--- src/rtl/tmr_out_pkg.sv ---
package tmr_out_pkg;

    typedef enum logic [1:0] {
        SEL_MODE = 2'd0,
        SEL_POL  = 2'd1,
        SEL_EN   = 2'd2,
        SEL_LVL  = 2'd3
    } reg_sel_e;

    typedef enum logic {
        OUT_TOGGLE = 1'b0,
        OUT_SETCLR = 1'b1
    } out_mode_e;

    // per-channel event request produced from the interrupt pulses
    typedef struct packed {
        logic set;
        logic clr;
        logic flip;
    } pin_evt_t;

    localparam pin_evt_t EVT_NONE = '{set: 1'b0, clr: 1'b0, flip: 1'b0};

    // index of the partner channel whose pulse pairs with channel ch
    function automatic int partner_idx(input int ch, input int n);
        return (ch + 1) % n;
    endfunction

    function automatic pin_evt_t decode_evt(
        input logic mode,
        input logic pol,
        input logic en,
        input logic own_tick,
        input logic partner_tick
    );
        pin_evt_t e;
        e = EVT_NONE;
        if (en) begin
            if (out_mode_e'(mode) == OUT_TOGGLE) begin
                e.flip = own_tick;
            end else if (pol) begin
                e.set = partner_tick;
                e.clr = own_tick;
            end else begin
                e.set = own_tick;
                e.clr = partner_tick;
            end
        end
        return e;
    endfunction

    // clear has priority over set; flip only comes from toggle mode
    function automatic logic next_level(input logic cur, input pin_evt_t e);
        logic nxt;
        if (e.clr) begin
            nxt = 1'b0;
        end else if (e.set) begin
            nxt = 1'b1;
        end else if (e.flip) begin
            nxt = ~cur;
        end else begin
            nxt = cur;
        end
        return nxt;
    endfunction

endpackage

--- src/rtl/tmr_out_cfg_regs.sv ---
module tmr_out_cfg_regs
    import tmr_out_pkg::*;
#(
    parameter int NUM_CH = 8
) (
    input  logic              clk,
    input  logic              rst,
    input  logic              wr_en,
    input  reg_sel_e          wr_sel,
    input  logic [NUM_CH-1:0] wr_data,
    output logic [NUM_CH-1:0] mode_q,
    output logic [NUM_CH-1:0] pol_q,
    output logic [NUM_CH-1:0] en_q
);

    logic wr_mode;
    logic wr_pol;
    logic wr_en_reg;

    always_comb begin
        wr_mode   = wr_en && (wr_sel == SEL_MODE);
        wr_pol    = wr_en && (wr_sel == SEL_POL);
        wr_en_reg = wr_en && (wr_sel == SEL_EN);
    end

    always_ff @(posedge clk) begin
        if (rst) begin
            mode_q <= '0;
            pol_q  <= '0;
            en_q   <= '0;
        end else begin
            if (wr_mode) begin
                mode_q <= wr_data;
            end
            if (wr_pol) begin
                pol_q <= wr_data;
            end
            if (wr_en_reg) begin
                en_q <= wr_data;
            end
        end
    end

endmodule

--- src/rtl/tmr_out_evt_decode.sv ---
module tmr_out_evt_decode
    import tmr_out_pkg::*;
#(
    parameter int NUM_CH = 8
) (
    input  logic                       [NUM_CH-1:0] mode_q,
    input  logic                       [NUM_CH-1:0] pol_q,
    input  logic                       [NUM_CH-1:0] en_q,
    input  logic                       [NUM_CH-1:0] tick,
    output pin_evt_t                   [NUM_CH-1:0] evt
);

    for (genvar ch = 0; ch < NUM_CH; ch++) begin : g_ch
        localparam int PARTNER = partner_idx(ch, NUM_CH);

        always_comb begin
            evt[ch] = decode_evt(mode_q[ch], pol_q[ch], en_q[ch],
                                 tick[ch], tick[PARTNER]);
        end
    end

endmodule

--- src/rtl/tmr_out_level_reg.sv ---
module tmr_out_level_reg
    import tmr_out_pkg::*;
#(
    parameter int NUM_CH = 8
) (
    input  logic                     clk,
    input  logic                     rst,
    input  pin_evt_t    [NUM_CH-1:0] evt,
    input  logic        [NUM_CH-1:0] en_q,
    input  logic                     sw_load,
    input  logic        [NUM_CH-1:0] sw_data,
    output logic        [NUM_CH-1:0] level_q
);

    for (genvar ch = 0; ch < NUM_CH; ch++) begin : g_bit
        logic nxt;

        // enabled: only events; disabled: only software loads
        always_comb begin
            if (en_q[ch]) begin
                nxt = next_level(level_q[ch], evt[ch]);
            end else if (sw_load) begin
                nxt = sw_data[ch];
            end else begin
                nxt = level_q[ch];
            end
        end

        always_ff @(posedge clk) begin
            if (rst) begin
                level_q[ch] <= 1'b0;
            end else begin
                level_q[ch] <= nxt;
            end
        end
    end

endmodule

--- src/rtl/tmr_outpin_ctrl.sv ---
module tmr_outpin_ctrl
    import tmr_out_pkg::*;
#(
    parameter int NUM_CH = 8
) (
    input  logic              clk,
    input  logic              rst,
    input  logic              wr_en,
    input  logic [1:0]        wr_sel,
    input  logic [NUM_CH-1:0] wr_data,
    input  logic [1:0]        rd_sel,
    output logic [NUM_CH-1:0] rd_data,
    input  logic [NUM_CH-1:0] tick,
    output logic [NUM_CH-1:0] pin_out
);

    logic     [NUM_CH-1:0] cfg_mode;
    logic     [NUM_CH-1:0] cfg_pol;
    logic     [NUM_CH-1:0] cfg_en;
    logic     [NUM_CH-1:0] level_q;
    pin_evt_t [NUM_CH-1:0] evt;
    reg_sel_e              wsel;
    reg_sel_e              rsel;
    logic                  sw_load;

    always_comb begin
        wsel    = reg_sel_e'(wr_sel);
        rsel    = reg_sel_e'(rd_sel);
        sw_load = wr_en && (wsel == SEL_LVL);
    end

    tmr_out_cfg_regs #(.NUM_CH(NUM_CH)) i_cfg (
        .clk     (clk),
        .rst     (rst),
        .wr_en   (wr_en),
        .wr_sel  (wsel),
        .wr_data (wr_data),
        .mode_q  (cfg_mode),
        .pol_q   (cfg_pol),
        .en_q    (cfg_en)
    );

    tmr_out_evt_decode #(.NUM_CH(NUM_CH)) i_dec (
        .mode_q (cfg_mode),
        .pol_q  (cfg_pol),
        .en_q   (cfg_en),
        .tick   (tick),
        .evt    (evt)
    );

    tmr_out_level_reg #(.NUM_CH(NUM_CH)) i_lvl (
        .clk     (clk),
        .rst     (rst),
        .evt     (evt),
        .en_q    (cfg_en),
        .sw_load (sw_load),
        .sw_data (wr_data),
        .level_q (level_q)
    );

    assign pin_out = level_q;

    always_comb begin
        unique case (rsel)
            SEL_MODE: rd_data = cfg_mode;
            SEL_POL:  rd_data = cfg_pol;
            SEL_EN:   rd_data = cfg_en;
            SEL_LVL:  rd_data = level_q;
            default:  rd_data = '0;
        endcase
    end

endmodule

--- config.mk ---
export PLATFORM = sky130hd
export DESIGN_NAME = tmr_outpin_ctrl
export DESIGN_NICKNAME = d
export VERILOG_FILES = /design/src/rtl/tmr_out_pkg.sv /design/src/rtl/tmr_out_cfg_regs.sv /design/src/rtl/tmr_out_evt_decode.sv /design/src/rtl/tmr_out_level_reg.sv /design/src/rtl/tmr_outpin_ctrl.sv
export SDC_FILE = /design/constraint.sdc
export NUM_CORES = 1
export LEC_CHECK = 0
export BUFFER_PORTS_ARGS = -buffer_cell sky130_fd_sc_hd__buf_2
export CORE_MARGIN = 4
export CORE_UTILIZATION = 45
export CTS_CLUSTER_DIAMETER = 30
export DETAILED_ROUTE_END_ITERATION = 8
export PLACE_DENSITY = 0.67
export SLEW_MARGIN = 20
export SYNTH_ARGS = -nofsm -noshare
export SYNTH_HDL_FRONTEND = slang
export SYNTH_HIERARCHICAL = 1
export SYNTH_SLANG_ARGS = --single-unit
--- constraint.sdc ---
create_clock -name clk -period 2.6 [get_ports clk]
set_input_delay 0.26 -clock clk [delete_from_list [all_inputs] [get_ports clk]]
set_output_delay 0.26 -clock clk [all_outputs]
set_load 0.02 [all_outputs]
Yosys cells after proc, flatten, opt, wreduce, memory -nomap -nowiden. Cells that the tools add are included. W data, S select, Z words.

Register bits after elaboration: 32. Output and inout port bits: 16. Logic and storage cells: 128.

Equality and inequality tests: 14. Multiplexer cells: 73. Bitwise operators: 8. Reduce and logical (&&, ||, !) cells: 22.

Operators with widths (count): $mux W1 (48); $mux W2 (16); $ne A4 B4 Y1 const B (8); $pmux W8 S4 (1); $mux W3 (8); $reduce_and A2 Y1 (8); $reduce_bool A2 Y1 (8); $eq A2 B2 Y1 const B (4); $not A1 Y1 (8); $eq A2 B1 Y1 const B (2); $logic_and A1 B1 Y1 (4); $logic_not A2 Y1 (2).

Longest topological paths before layout.
Depth after elaboration: 7. Gate-level depth with buffers: 5. Gate-level depth less buffers: 5.

Cells and area by module. The synthesis kept the hierarchy.

By module, submodules not included: tmr_out_cfg_regs (times used 1, cells an instance 91, area each 999.7 um2, sequential area each 480.5 um2); tmr_out_level_reg (times used 1, cells an instance 73, area each 614.3 um2, sequential area each 160.2 um2); tmr_out_evt_decode (times used 1, cells an instance 49, area each 319.1 um2, sequential area each 0.0 um2); tmr_outpin_ctrl (times used 1, cells an instance 11, area each 202.7 um2, sequential area each 0.0 um2).

Least setup slack after synthesis. No wires, ideal clock.

Path kind: reg2reg. Start point: reg i_cfg.pol_q[1]. End point: reg i_lvl.level_q[1]. Setup time: 0.129 ns. Arrival: 1.314 ns. Data required time: 2.471 ns. Path slack: 1.157 ns. Stages on the path, launching flop included: 6. Path buffers: 0. Clock period less this slack: 1.443 ns. Path through: dfxtp_1 -> mux2i_1 -> nor2_1 -> or4b_4 -> a21oi_1 -> a311oi_1.

RTL lines: from (decl) (RTL line tmr_out_cfg_regs.sv:12) `output logic [NUM_CH-1:0] pol_q,`; from (signal assigned) (RTL line tmr_out_cfg_regs.sv:36) `pol_q <= wr_data;`; to (signal, indexed assignment) (RTL line tmr_out_level_reg.sv:33) `level_q[ch] <= nxt;`; to (decl) (RTL line tmr_out_level_reg.sv:12) `output logic [NUM_CH-1:0] level_q`.

==> results.py <==
metrics = {
    "clocking": {
        "cts_tree": "built",
        "postCtsResizedCells": 0,
        "buffer_type_at_the_clock_tree_root": "sky130_fd_sc_hd__clkbuf_8",
        "cts_buffer_depth": 2,
        "cts-buffers-inserted": 5,
        "insertion_delay_ns": 0.28,
        "cts.htree.levels": 2,
        "cts_clk_pin_slew_worst_paths_ns": 0.06,
        "postCtsSetupRepairBufs": 0,
        "postCtsHoldBufs": 0,
        "cts_num_sinks": 32,
    },
    "floorplan": {
        "fp-row-count": 24,
        "dieWidth_um": 76.9,
        "core_area_um2": 4470,
        "initial_utilization": 0.477,
        "floorplan.die_area_um2": 5910,
        "io_pins": 39,
        "die_h_um": 76.9,
    },
    "timing": {
        "post-route-min-period_ns": 1.59,
        "timing.final.max_slew_violations": 0,
        "finClkSkew_ns": 0.00130,
        "rsz_0062_raised_after_global_routing": "false",
        "maxClockFrequency_ghz": 0.628,
        "finalHoldViolations": 0,
        "portion_of_the_clock_cycle_consumed_by_the_worst_path_in_the_final_layout": 0.613,
        "max-slew-margin-rel": 0.611,
        "worst_pin_slew_ns": 0.583,
        "report.final.setup_viol": 0,
        "totalNegativeSetupSlack_ns": 0,
    },
    "global_routing": {
        "global_route.usage.total": 0.165,
        "wire_length_of_the_first_global_routing_pass_mm": 7.73,
        "first_global_vias": 1610,
        "global_route_congestion_overflow_total": 0,
        "pin_count_of_the_biggest_net_entering_global_routing": 41,
        "grt_antenna_before_repair": 0,
    },
    "yosys": {
        "syn-mean-instance-area_um2": 9.53,
        "synth_cells": 224,
        "seq_area_frac_synth": 0.300,
        "synthesis.yosys.warnings": 6,
        "synth.top_cell.area_share": 0.300,
        "yosys-top-cells-area": "sky130_fd_sc_hd__dfxtp_1, sky130_fd_sc_hd__mux2i_1, sky130_fd_sc_hd__nand2b_1",
        "ys_types": 24,
        "synth-seq-cells": 32,
        "synth_top_cell_by_area": "sky130_fd_sc_hd__dfxtp_1",
        "netlist_area_um2": 2140,
        "synth.net_count": 247,
    },
    "setup_path": {
        "start_kind": "flip-flop",
        "timing.critical_path.fanout_max": 4,
        "cp_cell_instances": "mux2i_1, nor2_1, or4b_4, a21oi_1, a311oi_1",
        "cp_slowest_cell": "sky130_fd_sc_hd__or4b_4",
        "critPathKind": "flip-flop to flip-flop",
        "timing.critical_path.to_type": "flip-flop",
        "largest_stage_delay_on_the_critical_path_ns": 0.54,
        "worst-endpoint-required_ns": 2.74,
        "critical_path_arrival_ns": 1.73,
    },
    "detailed_routing": {
        "detail_route.first_pass.iterations": 4,
        "drt-wirelength-per-cell_um": 14.7,
        "met2_wirelength_mm": 2.13,
        "wl_met1_mm": 2.20,
        "drcViolationCount": 0,
        "route.met3.wl_um": 172,
        "via_count": 1732,
        "post_drt_via_cell_ratio": 5.53,
        "route.final.wire_length_mm": 4.59,
        "detail-route-antenna-nets": 0,
        "highest-signal-layer": "met4",
        "detailedRoute.firstIterationViolations": 67,
    },
    "cells_and_area": {
        "areaGrowthSynthToFinish_pct": 13.7,
        "drive_above_1_share": 0.268,
        "finish.utilization": 0.543,
        "insertedDiodeCount": 0,
        "final_net_count": 283,
        "n_fill_cell": 436,
    },
    "placement": {
        "buffer_ports.inserted": 38,
        "dpl.hpwl_mm": 3.29,
        "gpl.final_weighted_congestion": 0.821,
    },
    "power_and_ir_drop": {
        "p_leak_nw": 1.02,
        "vdd.ir_drop.worst_uv": 258,
        "power_per_cell_area_nw_per_um2": 465,
    },
    "worst_hold_path": {
        "min-delay-path-class": "primary input to flip-flop",
    },
    "status": {
        "run_status": "completed",
    },
    "flow_run": {
        "cap_viol_max_count": 0,
    },
}
-- layer usage --
| metal | track usage | vias up |
|---|---|---|
| li1 | - | 876 |
| met1 | 0.212 | 816 |
| met2 | 0.261 | 32 |
| met3 | 0.0375 | 8 |
| met4 | 0.0761 | 0 |
| met5 | 0 | - |
-- final timing paths --
check                        from                to  slack (ns)  cells after the start
hold reg to reg   i_cfg/mode_q[0]   i_cfg/mode_q[0]        0.50                      2
setup reg to reg   i_cfg/pol_q[0]  i_lvl/level_q[0]        1.01                      5
setup / recovery   i_cfg/pol_q[0]  i_lvl/level_q[0]        1.01                      5
hold / removal         wr_data[5]   i_cfg/mode_q[5]        0.31                      3
-- worst max-delay path, delay by kind of cell (launching register included) --
| family | cells | cell delay (ns) |
|---|---|---|
| and+or+nand+nor | 2 | 0.61 |
| AOI/OAI and AO/OA | 2 | 0.21 |
| DFF | 1 | 0.41 |
| muxes | 1 | 0.23 |
-- cell usage after synthesis, drive strengths merged --
cell and instances:
a31oi 8, nand2b 40, nand2 9, dfxtp 32, nor3b 1, clkbuf 4, or2 8, buf 5
or3b 1, mux2i 40, mux4 8, and3b 8, nor2 17, a21oi 8, a311oi 8, and3 1
nand3b 2, or4b 8, nor2b 8, inv 8
-- final cells by class --
type | count | area [µm²] | area share
inverter | 8 | 30.0 | 0.0124
tap | 52 | 65.1 | 0.0268
multi-input combinational | 175 | 1410 | 0.582
clock buffer | 8 | 90.1 | 0.0371
sequential | 32 | 641 | 0.264
timing repair buffer | 38 | 190 | 0.0783
-- sequential cells by signal (all words and copies together), names as in the netlist --
register,count
i_cfg/mode_q,8
i_cfg/en_q,8
i_lvl/level_q,8
i_cfg/pol_q,8
-- cells in the final DEF, fill, tap and decap left out --
cell type / count
sky130_fd_sc_hd__nand3b_1: 2
sky130_fd_sc_hd__dfxtp_1: 32
sky130_fd_sc_hd__nor2_1: 17
sky130_fd_sc_hd__or4b_4: 8
sky130_fd_sc_hd__or2_2: 8
sky130_fd_sc_hd__a311oi_1: 8
sky130_fd_sc_hd__and3_1: 1
sky130_fd_sc_hd__nand2_1: 9
sky130_fd_sc_hd__buf_2: 38
sky130_fd_sc_hd__nor3b_2: 1
sky130_fd_sc_hd__nand2b_1: 40
sky130_fd_sc_hd__and3b_2: 1
sky130_fd_sc_hd__a21oi_1: 8
sky130_fd_sc_hd__nor2b_1: 8
sky130_fd_sc_hd__clkbuf_1: 2
sky130_fd_sc_hd__a31oi_1: 8
sky130_fd_sc_hd__and3b_1: 7
sky130_fd_sc_hd__mux2i_1: 40
sky130_fd_sc_hd__clkbuf_8: 6
sky130_fd_sc_hd__or3b_1: 1
sky130_fd_sc_hd__inv_1: 8
sky130_fd_sc_hd__mux4_2: 8
-- stage by stage --
stage / power [mW] / setup slack, ns / hold slack, ns / std cells / area [µm²]
CTS: 1.15 / 1.01 / 0.301 / 313 / 2430
global placement: 0.749 / 1.03 / 0.493 / 305 / 2340
global route: 1.20 / 0.899 / 0.309 / 313 / 2430
detailed placement: 0.751 / 1.02 / 0.494 / 305 / 2340
finish: 1.13 / 1.01 / 0.307 / 313 / 2430
floorplan: 0.688 / 1.16 / 0.451 / 224 / 2140
-- report_power, final --
group / internal, mW / leakage (nW) / switching, mW
Sequential: 0.513 / 0.261 / 0.0268
Combinational: 0.0986 / 0.710 / 0.101
Clock: 0.216 / 0.0455 / 0.175
Total: 0.827 / 1.02 / 0.303
-- kinds of logic (layout without fill, tap and decap cells) --
family | Yosys count | count (layout) | synth area share
AO/OA/AOI/OAI | 24 | 24 | 0.0750
flip-flops | 32 | 32 | 0.300
buffers and inverters | 17 | 54 | 0.0387
AND/OR/NAND/NOR | 103 | 103 | 0.315
multiplexers | 48 | 48 | 0.272
Power figures use the tool's default switching activity.
